==> src/rtl/mfalu_pkg.sv <==
package mfalu_pkg;

   localparam int OPC_W = 4;

   localparam logic [OPC_W-1:0] OPC_ADD = 4'b0000;
   localparam logic [OPC_W-1:0] OPC_SUB = 4'b0010;
   localparam logic [OPC_W-1:0] OPC_AND = 4'b0100;
   localparam logic [OPC_W-1:0] OPC_OR  = 4'b0101;
   localparam logic [OPC_W-1:0] OPC_XOR = 4'b0110;
   localparam logic [OPC_W-1:0] OPC_NOR = 4'b0111;
   localparam logic [OPC_W-1:0] OPC_SLT = 4'b1010;

   // bitwise unit sub-select codes
   localparam logic [1:0] BW_AND = 2'b00;
   localparam logic [1:0] BW_OR  = 2'b01;
   localparam logic [1:0] BW_NOR = 2'b10;
   localparam logic [1:0] BW_XOR = 2'b11;

   typedef enum logic [1:0] {
      PICK_NONE  = 2'b00,
      PICK_SUM   = 2'b01,
      PICK_BITS  = 2'b10,
      PICK_LESS  = 2'b11
   } pick_t;

   function automatic logic opc_known(input logic [OPC_W-1:0] c);
      return (c == OPC_ADD) || (c == OPC_SUB) || (c == OPC_AND) ||
             (c == OPC_OR)  || (c == OPC_XOR) || (c == OPC_NOR) ||
             (c == OPC_SLT);
   endfunction

endpackage

==> src/rtl/mfalu_decode.sv <==
module mfalu_decode
   import mfalu_pkg::*;
(
   input  logic [OPC_W-1:0] opc,
   output logic             negate_b,
   output logic [1:0]       bw_sel,
   output pick_t            pick,
   output logic             arith
);

   always_comb begin
      negate_b = 1'b0;
      bw_sel   = BW_AND;
      pick     = PICK_NONE;
      arith    = 1'b0;
      case (opc)
         OPC_ADD: begin
            pick  = PICK_SUM;
            arith = 1'b1;
         end
         OPC_SUB: begin
            negate_b = 1'b1;
            pick     = PICK_SUM;
            arith    = 1'b1;
         end
         OPC_SLT: begin
            negate_b = 1'b1;
            pick     = PICK_LESS;
            arith    = 1'b1;
         end
         OPC_AND: begin
            bw_sel = BW_AND;
            pick   = PICK_BITS;
         end
         OPC_OR: begin
            bw_sel = BW_OR;
            pick   = PICK_BITS;
         end
         OPC_XOR: begin
            bw_sel = BW_XOR;
            pick   = PICK_BITS;
         end
         OPC_NOR: begin
            bw_sel = BW_NOR;
            pick   = PICK_BITS;
         end
         default: begin
            pick = PICK_NONE;
         end
      endcase
   end

endmodule

==> src/rtl/mfalu_addsub.sv <==
module mfalu_addsub #(
   parameter int WIDTH      = 32,
   parameter int RIPPLE_ADD = 0
) (
   input  logic [WIDTH-1:0] a,
   input  logic [WIDTH-1:0] b,
   input  logic             negate_b,
   output logic [WIDTH-1:0] sum,
   output logic             sovf
);

   localparam int MSB = WIDTH - 1;

   logic [WIDTH-1:0] b_in;

   assign b_in = b ^ {WIDTH{negate_b}};

   generate
      if (RIPPLE_ADD != 0) begin : g_ripple
         logic [WIDTH-1:0] cy;
         assign cy[0] = negate_b;
         for (genvar i = 0; i < WIDTH; i++) begin : g_bit
            assign sum[i] = a[i] ^ b_in[i] ^ cy[i];
            if (i < WIDTH - 1) begin : g_carry
               assign cy[i+1] = (a[i] & b_in[i]) | (cy[i] & (a[i] ^ b_in[i]));
            end
         end
      end else begin : g_flat
         assign sum = a + b_in + {{(WIDTH-1){1'b0}}, negate_b};
      end
   endgenerate

   // both adder inputs agree in sign, sum sign differs
   assign sovf = (a[MSB] == b_in[MSB]) && (sum[MSB] != a[MSB]);

endmodule

==> src/rtl/mfalu_bitwise.sv <==
module mfalu_bitwise
   import mfalu_pkg::*;
#(
   parameter int WIDTH = 32
) (
   input  logic [WIDTH-1:0] a,
   input  logic [WIDTH-1:0] b,
   input  logic [1:0]       sel,
   output logic [WIDTH-1:0] y
);

   always_comb begin
      case (sel)
         BW_AND:  y = a & b;
         BW_OR:   y = a | b;
         BW_NOR:  y = ~(a | b);
         default: y = a ^ b;
      endcase
   end

endmodule

==> src/rtl/mfalu_core.sv <==
module mfalu_core
   import mfalu_pkg::*;
#(
   parameter int WIDTH      = 32,
   parameter int RIPPLE_ADD = 0
) (
   input  logic [WIDTH-1:0] op_a,
   input  logic [WIDTH-1:0] op_b,
   input  logic [3:0]       op_code,
   output logic [WIDTH-1:0] result,
   output logic             zero,
   output logic             ovf
);

   localparam int MSB = WIDTH - 1;

   generate
      if (WIDTH < 2) begin : g_bad_width
         $error("mfalu_core: WIDTH must be at least 2");
      end
      if ((RIPPLE_ADD != 0) && (RIPPLE_ADD != 1)) begin : g_bad_style
         $error("mfalu_core: RIPPLE_ADD must be 0 or 1");
      end
      if (OPC_W != 4) begin : g_bad_opc
         $error("mfalu_core: operation code must be 4 bits");
      end
   endgenerate

   logic             negate_b;
   logic [1:0]       bw_sel;
   pick_t            pick;
   logic             arith;
   logic [WIDTH-1:0] sum;
   logic             sovf;
   logic [WIDTH-1:0] bits;
   logic             less;

   mfalu_decode u_dec (
      .opc      (op_code),
      .negate_b (negate_b),
      .bw_sel   (bw_sel),
      .pick     (pick),
      .arith    (arith)
   );

   mfalu_addsub #(.WIDTH(WIDTH), .RIPPLE_ADD(RIPPLE_ADD)) u_add (
      .a        (op_a),
      .b        (op_b),
      .negate_b (negate_b),
      .sum      (sum),
      .sovf     (sovf)
   );

   mfalu_bitwise #(.WIDTH(WIDTH)) u_bw (
      .a   (op_a),
      .b   (op_b),
      .sel (bw_sel),
      .y   (bits)
   );

   // signed less-than: sign of difference corrected by overflow
   assign less = sum[MSB] ^ sovf;

   always_comb begin
      case (pick)
         PICK_SUM:  result = sum;
         PICK_BITS: result = bits;
         PICK_LESS: result = {{(WIDTH-1){1'b0}}, less};
         default:   result = '0;
      endcase
   end

   assign zero = (pick != PICK_NONE) && (result == '0);
   assign ovf  = arith & sovf;

endmodule

==> config.mk <==
export PLATFORM = sky130hd
export DESIGN_NAME = mfalu_core
export DESIGN_NICKNAME = d
export VERILOG_FILES = /design/src/rtl/mfalu_pkg.sv /design/src/rtl/mfalu_decode.sv /design/src/rtl/mfalu_addsub.sv /design/src/rtl/mfalu_bitwise.sv /design/src/rtl/mfalu_core.sv
export SDC_FILE = /design/constraint.sdc
export NUM_CORES = 1
export LEC_CHECK = 0
export BUFFER_PORTS_ARGS = -buffer_cell sky130_fd_sc_hd__buf_2
export CAP_MARGIN = 20
export CORE_MARGIN = 10
export CORE_UTILIZATION = 50
export DETAILED_ROUTE_END_ITERATION = 8
export PLACE_DENSITY = 0.83
export SLEW_MARGIN = 30
export SYNTH_ARGS = -nofsm -noshare
export SYNTH_HDL_FRONTEND = slang
export SYNTH_HIERARCHICAL = 1
export SYNTH_SLANG_ARGS = --single-unit
==> constraint.sdc <==
create_clock -name vclk -period 4.9
set_clock_uncertainty 0.15 [all_clocks]
set_input_delay 0.735 -clock vclk [all_inputs]
set_output_delay 0.735 -clock vclk [all_outputs]
set_load 0.02 [all_outputs]
After elaboration in Yosys (flattened, before gate mapping)
Cells that the tools add are included.
{"block": "totals", "register_bits": 0, "out_inout_bits": 34}
{"block": "op_classes", "add_sub_neg": 2, "n_eq_ne": 13, "muxes": 6, "bitwise": 7, "reduce_logical": 10}
{"op": "32-bit one-hot mux with 3 select lines", "count": 2}
{"op": "32-bit XOR", "count": 2}
{"op": "32-bit by 1-bit adder with 32-bit output", "count": 1}
{"op": "32-bit adder", "count": 1}
{"op": "32-bit bitwise AND", "count": 1}
{"op": "32-bit zero test", "count": 1}
{"op": "32-bit NOT", "count": 1}
{"op": "32-bit bitwise OR", "count": 1}
{"op": "4-bit by 3-bit == test with 1-bit output (second input constant)", "count": 4}
{"op": "2-bit one-hot mux with 3 select lines", "count": 2}
{"op": "2-bit == test (second input constant)", "count": 3}
{"op": "2-bit by 1-bit == test with 1-bit output (second input constant)", "count": 2}
{"op": "4-bit by 2-bit == test with 1-bit output (second input constant)", "count": 1}
{"op": "4-bit == test (second input constant)", "count": 1}
{"op": "4-bit zero test", "count": 1}
{"op": "2-bit OR reduction", "count": 2}
{"op": "4-bit OR reduction", "count": 1}
{"op": "3-bit OR reduction", "count": 1}
{"op": "1-bit logical AND", "count": 2}
{"op": "2-bit zero test", "count": 1}
{"op": "1-bit 2-to-1 mux", "count": 2}
{"op": "2-bit nonzero test", "count": 1}
{"op": "1-bit bitwise AND", "count": 1}
{"op": "1-bit == test", "count": 1}
{"op": "other kinds (2)", "count": 2}

Logic depth before layout (Yosys ltp)
Gate-level depths: netlist of run 1.
{"block": "depth", "ltp_word": 12, "mapped_depth": 17}

By module
Netlist of run 1, hierarchy kept.
{"mod": "mfalu_bitwise", "n_inst": 1, "cells_each": 306, "area_per_inst_um2": 2215.9, "seq_area_each_um2": 0.0}
{"mod": "mfalu_addsub", "n_inst": 1, "cells_each": 299, "area_per_inst_um2": 2090.8, "seq_area_each_um2": 0.0}
{"mod": "mfalu_core", "n_inst": 1, "cells_each": 75, "area_per_inst_um2": 540.5, "seq_area_each_um2": 0.0}
{"mod": "mfalu_decode", "n_inst": 1, "cells_each": 9, "area_per_inst_um2": 66.3, "seq_area_each_um2": 0.0}

Least setup slack after synthesis of run 1
OpenSTA, ideal clock, no wires.
{"block": "synth_path", "path_type": "input-to-output", "start": "input op_code[2]", "end": "output zero", "t_arrival_ns": 4.615, "t_required_ns": 4.015, "path_slack_ns": -0.600, "path_stages": 16, "path_buffers": 3, "cell_sequence": "nor3b_2 clkbuf_1 buf_1 xor2_1 ha_1 clkbuf_1 nand2_1 o2111ai_1 o21ai_1 nand4bb_1 nor4b_2 nor2_1 xnor2_1 a22o_1 or4_1 nor4_2"}
{"element": "start, declared", "line": "mfalu_core.sv:9", "rtl": "input logic [3:0] op_code,"}
{"element": "4-bit by 2-bit == test with 1-bit output or 4-bit == test (tied branches)", "line": "mfalu_decode.sv:16", "rtl": "case (opc)"}
{"element": "2-bit OR reduction (no line) (*)"}
{"element": "1-bit 2-to-1 mux (*)", "line": "mfalu_decode.sv:16"}
{"element": "32-bit XOR", "line": "mfalu_addsub.sv:16", "rtl": "assign b_in = b ^ {WIDTH{negate_b}};"}
{"element": "32-bit adder", "line": "mfalu_addsub.sv:29", "rtl": "assign sum = a + b_in + {{(WIDTH-1){1'b0}}, negate_b};"}
{"element": "32-bit by 1-bit adder with 32-bit output (*)", "line": "mfalu_addsub.sv:29"}
{"element": "named net sum[27]", "line": "mfalu_core.sv:33", "rtl": "logic [WIDTH-1:0] sum;"}
{"element": "32-bit one-hot mux with 3 select lines (*)", "line": "mfalu_core.sv:65", "rtl": "case (pick)"}
{"element": "named net result[27]", "line": "mfalu_core.sv:10", "rtl": "output logic [WIDTH-1:0] result,"}
{"element": "32-bit zero test (*)", "line": "mfalu_core.sv:73", "rtl": "assign zero = (pick != PICK_NONE) && (result == '0);"}
{"element": "1-bit logical AND (*)", "line": "mfalu_core.sv:73"}
{"element": "end, declared", "line": "mfalu_core.sv:11", "rtl": "output logic zero,"}
Mark *: on every way through the listed nets, which the timed path passes. The rest lies on a longest branch.

Final worst setup path of run 1
{"block": "layout_path", "start": "input op_code[2]", "end": "output zero"}
{"element": "4-bit by 2-bit == test with 1-bit output or 4-bit == test (tied branches)", "line": "mfalu_decode.sv:16"}
{"element": "2-bit OR reduction (no line) (*)"}
{"element": "1-bit 2-to-1 mux (*)", "line": "mfalu_decode.sv:16"}
{"element": "named net negate_b", "line": "mfalu_core.sv:29", "rtl": "logic negate_b;"}
{"element": "32-bit XOR", "line": "mfalu_addsub.sv:16"}
{"element": "32-bit adder", "line": "mfalu_addsub.sv:29"}
{"element": "32-bit by 1-bit adder with 32-bit output (*)", "line": "mfalu_addsub.sv:29"}
{"element": "named net sum[27]", "line": "mfalu_core.sv:33"}
{"element": "32-bit one-hot mux with 3 select lines (*)", "line": "mfalu_core.sv:65"}
{"element": "32-bit zero test (*)", "line": "mfalu_core.sv:73"}
{"element": "1-bit logical AND (*)", "line": "mfalu_core.sv:73"}
Marked as above.

==> metrics.csv, run 1 <==
stage,metric,value,unit
detailed_routing,first-pass iteration count of the detailed router,5,
sta,maximum clock rate,192,MHz
floorplanning,Die Wd,119,um
detailed_routing,post-route ant nets,0,
floorplanning,IO Pins,102,
detailed_routing,via count,5674,
detailed_routing,Via density,5.66,
synthesis,synth unique cells,63,
detailed_routing,DRC Markers,0,
job,max-cap violation count,0,
sta,Tcrit/Tclk final,106,%
floorplanning,Die Span Y,119,um
global_route,grt total ovfl,0,
setup_path,critical path type,in2out,
floorplanning,area of the die,14200,um2
floorplanning,core area,9680,um2
global_route,initial antenna violation count,0,
layout,Synth-to-Final Area Change,32.0,%
placed_design,placed cell areas,6330,um2
synthesis,synthesized cell area,4910,um2
sta,crit path time final,5.20,ns
layout,Reg area,0,um2
setup_path,Worst EP required,4.01,ns
floorplanning,# rows,36,
global_route,first-pass GRT wire length,24800,um
sta,Pins Over Slew Limit,0,
status,violated checks,setup timing,
status,run status,"finished, violations left",
layout,clock buf count,0,
min_path,WHS Endpoint,ovf,
layout,final instance area,6490,um2
placed_design,Final GP Congestion,0.979,
placed_design,I/O Buffers,102,
layout,share of cells above drive strength 1,33.0,%
layout,FF+latch count,0,
setup_path,worst-path maximum fanout,12,
placed_design,post-DP HPWL,13100,um
synthesis,Synth Net Count,852,
detailed_routing,drt wl/cell,15.3,um
min_path,hold path startpoint,op_code[3],
floorplanning,Initial Util,50.7,%
power,PwrDens,152,nW/um2
setup_path,nature of the critical path endpoint,primary output,
layout,n_diodes,0,
sta,Sum Neg Setup Slack,-0.385,ns
power,Final Total Pwr,0.000985,W
sta,tightest hold margin,1.79,ns
synthesis,Synthesis Warnings,6,
global_route,number of global-route vias before repair,5466,
global_route,gr usage total,19.9,%
sta,Slew HR,38.3,%
sta,Final Hold Vio Count,0,
min_path,Hold Path Class,in2out,
synthesis,Mean Syn Cell Area,7.13,um2
setup_path,Worst Path Arrival,4.31,ns
sta,Setup Viol. Count Final,2,
setup_path,CP startpoint kind,primary input,
synthesis,"Seq/Total Area, Yosys",0,%
synthesis,synthesized instance count,689,
layout,fin util,67.0,%
sta,RSZ-0062 raised after global routing,true,
power,worst vdd ir,62.8,uV
sta,final worst slack,-0.298,ns
power,P_leak,3.41,nW
min_path,Worst Hold Depth,4,
layout,fin nets,1035,
detailed_routing,WL final,15400,um
global_route,pin count of the biggest net entering global routing,50,
detailed_routing,Initial DRC Count,379,
sta,Worst-Margin Slew,0.923,ns
==> timing repair <==
action / 4_1_cts / 5_1_grt
setup endpoints to repair: 2 / 3
cloned: 0 / 0
pin swaps: 9 / 8
gates resized for setup: 20 / 7
buffers inserted: 2 / 1
hold buffers: 0 / 0
==> placed cells by master, fill, tap and decap left out, types with 10 or more instances in the layout <==
cell type,n
a21oi_1,28
a22o_1,30
buf_2,99
buf_4,114
ha_1,94
inv_1,76
mux2_4,31
nand2_1,89
nand3_1,14
nor2_1,27
nor4_1,10
o21ai_0,28
o21ai_1,57
xnor2_1,16
xor2_1,42
==> worst max-delay path: stages <==
cell	delay, ns
buf_2	0.12
nor3b_4	0.22
buf_12	0.18
buf_6	0.12
xor2_1	0.06
ha_1	0.37
nand4_1	0.18
a2bb2oi_4	0.20
nand4_1	0.14
a21oi_2	0.10
buf_4	0.16
nor4b_4	0.31
nor2_1	0.10
xnor2_1	0.13
a22o_2	0.22
or4_4	0.49
nor4_4	0.28
buf_4	0.18
==> power by group <==
| part | internal (W) | switching (W) |
|---|---|---|
| Sequential | 0 | 0 |
| Clock | 0 | 0 |
| Combinational | 0.000462 | 0.000523 |
| Total | 0.000462 | 0.000523 |
==> kinds of logic after synthesis <==
group | synth area share, %
and+or+nand+nor | 18.5
adders and majority gates | 24.3
buffers and inverters | 10.2
AOI/OAI and AO/OA | 26.0
muxes | 10.2
xor gates and xnor gates | 10.9
==> cell usage after synthesis, drive strengths merged, types with 4 or more instances <==
library cell  instances  share of area [%]
nand2b                4               0.56
nand4                 6               0.76
o21ai                86                8.8
nor2b                10                1.4
xor2                 43                7.7
a21o                  7                1.1
o21a                  6               0.92
ha                   94                 24
buf                  22                3.2
a22o                 31                5.5
nand2                89                6.8
inv                  76                5.8
a211oi                4               0.61
nor2                 29                2.2
mux2                 31                9.5
xnor2                18                3.2
nor3                  4               0.41
nor4                 13                1.8
o211ai                6                1.0
clkbuf               16                1.2
nand3                14                1.4
a21oi                33                3.4
==> metal layers <==
metal  vias to the layer above  track usage [%]  routed length (um)
met5                         -                0                   0
met4                         0             5.27                 438
met3                        36             2.65                1100
met2                       239             37.7                7580
met1                      2627             22.6                6270
li1                       2772                -                   -
==> worst max path at each step <==
stage	start	slack, ns	endpoint	cells after the start
floorplan	op_code[2]	0.01	zero	15
global placement	op_code[2]	-0.27	zero	19
detailed placement	op_code[2]	-0.31	zero	17
CTS	op_code[2]	-0.21	zero	17
global route	op_code[2]	-0.48	zero	18
finish	op_code[2]	-0.30	zero	18
==> final cells by class <==
class              count  area (um2)
fillers              790        3200
inverters             76         285
multi-input cells    575        4580
well taps            133         166
repair buffers       219        1450
==> metrics by stage <==
step | instances | setup WS [ns]
final | 1003 | -0.298
after global routing | 1003 | -0.480
after CTS | 1002 | -0.211
after detailed placement | 1000 | -0.306
after global placement | 1000 | -0.274
after floorplan | 689 | 0.0110
No activity file was read; power rests on OpenSTA's default activity.
==> run 2, diff against run 1 <==
RECOVER_POWER = 25   (was not set)
==> run 2 against run 1 <==
  * The flow still finishes with violations (setup timing)
  * Die area is the same
  * Power shrank 0.19%
  * Count of clock-buffer cells in the layout is the same
  * Non-clock buffer count is the same
  * Largest cell class unchanged
  * Critical path depth is the same
  * Final area shrank 0.19%
  * Critical endpoint unchanged
==> metrics.csv, run 2 (same netlist as run 1, synthesis figures left out) <==
stage,metric,value,unit
detailed_routing,drt wl/cell,15.4,um
global_route,grt total ovfl,0,
sta,Tcrit/Tclk final,106,%
global_route,number of global-route vias before repair,5466,
setup_path,crit path cell chain,buf_2 > nor3b_4 > buf_12 > buf_6 > xor2_1 > ha_1 > nand4_1 > a2bb2oi_4 > nand4_1 > a21oi_2 > buf_4 > nor4b_4 > nor2_1 > xnor2_1 > a22o_2 > or4_4 > nor4_4 > buf_4,
floorplanning,core area,9680,um2
global_route,first-pass GRT wire length,24800,um
detailed_routing,Initial DRC Count,399,
detailed_routing,WL final,15400,um
clock_tree,cts-stage hold buffer count,0,
layout,clock buf count,0,
placed_design,Place WS,-0.306,ns
sta,maximum clock rate,193,MHz
global_route,gr usage total,19.9,%
setup_path,critical path type,in2out,
sta,final worst slack,-0.280,ns
status,run status,"finished, violations left",
detailed_routing,Via density,5.65,
placed_design,I/O Buffers,102,
setup_path,slowest cell on the critical path,or4_4,
min_path,Hold Path Class,in2out,
power,Final Total Pwr,0.000983,W
floorplanning,Initial Util,50.7,%
setup_path,Worst EP required,4.01,ns
global_route,met1 usage in global routing,22.6,%
setup_path,WP buf/inv,5,
floorplanning,IO Pins,102,
layout,n_diodes,0,
global_route,met2 Usage GRT,37.7,%
layout,Reg area,0,um2
floorplanning,area of the die,14200,um2
setup_path,max incr delay on CP,0.49,ns
global_route,met3 Usage GRT,2.65,%
sta,Final Hold Vio Count,0,
layout,fin util,66.9,%
sta,RSZ-0062 raised after global routing,true,
floorplanning,Die Wd,119,um
global_route,pin count of the biggest net entering global routing,50,
sta,crit path time final,5.18,ns
power,worst vdd ir,61.6,uV
detailed_routing,post-route ant nets,0,
setup_path,Worst Path Arrival,4.29,ns
sta,Worst-Margin Slew,1.22,ns
layout,fin nets,1035,
sta,Slew HR,18.7,%
layout,FF+latch count,0,
status,violated checks,setup timing,
floorplanning,Die Span Y,119,um
layout,fillers,795,
setup_path,worst-path maximum fanout,12,
placed_design,post-DP HPWL,13100,um
setup_path,nature of the critical path endpoint,primary output,
job,max-cap violation count,0,
layout,share of cells above drive strength 1,32.2,%
detailed_routing,first-pass iteration count of the detailed router,5,
layout,multi-input logic area,4580,um2
detailed_routing,DRC Markers,0,
layout,Synth-to-Final Area Change,31.8,%
detailed_routing,via count,5666,
power,PwrDens,152,nW/um2
global_route,GRT Max-Usage Layer,met2,
sta,Setup Viol. Count Final,2,
setup_path,CP startpoint kind,primary input,
sta,Pins Over Slew Limit,0,
sta,Sum Neg Setup Slack,-0.342,ns
placed_design,Final GP Congestion,0.979,
floorplanning,# rows,36,
setup_path,CP top delay family,simple AND/OR/NAND/NOR gates,
layout,"most common cell after layout, fill and taps aside",buf_4,
global_route,initial antenna violation count,0,
layout,most frequent cells in the layout,"buf_4, buf_2, ha_1",
power,P_leak,3.39,nW
-- run 2: cell types whose count changed in the layout (fill, tap and decap cells not counted), sizes merged --
| cell | change |
|---|---|
| buf | -6 |
| clkbuf | +6 |
-- run 2: layout make-up --
| cell class | instances | area share, % |
|---|---|---|
| tap | 133 | 2.57 |
| timing repair buffer | 219 | 22.3 |
| inverter | 76 | 4.41 |
| multi-input combinational | 575 | 70.7 |
-- run 2: worst paths after layout --
kind	from	endpoint	slack, ns	depth (start not counted)
worst max-delay path	op_code[2]	zero	-0.28	18
worst min-delay path	op_code[3]	ovf	1.79	4
-- run 2: report_power, final --
part	switching (W)	internal, W
sequential	0	0
combinational	0.000523	0.000460
clock	0	0
total	0.000523	0.000460
-- run 2: metrics by stage --
step                hold WS [ns]  cell area (um2)  cells
finish                      1.79             6470   1003
global route                1.81             6470   1003
CTS                         1.79             6450   1002
detailed placement          1.79             6330   1000
global placement            1.80             6330   1000
floorplan                   1.55             5010    689
-- run 2: layer usage --
metal,vias up,wire (um)
met5,-,0
met4,0,485
met3,40,1020
met2,227,7580
met1,2626,6350
li1,2773,-
-- run 2: tightest hold or removal path: cells and delay by family --
family | cells | cell delay [ns]
AOI/OAI and AO/OA | 1 | 0.06
and+or+nand+nor | 1 | 0.14
buffers and inverters | 2 | 0.26
-- run 2: what timing repair did --
item | 4_1_cts | 5_1_grt
gates resized for setup | 20 | 7
pin swaps | 9 | 8
setup buffers | 2 | 1
setup endpoints to repair | 2 | 3
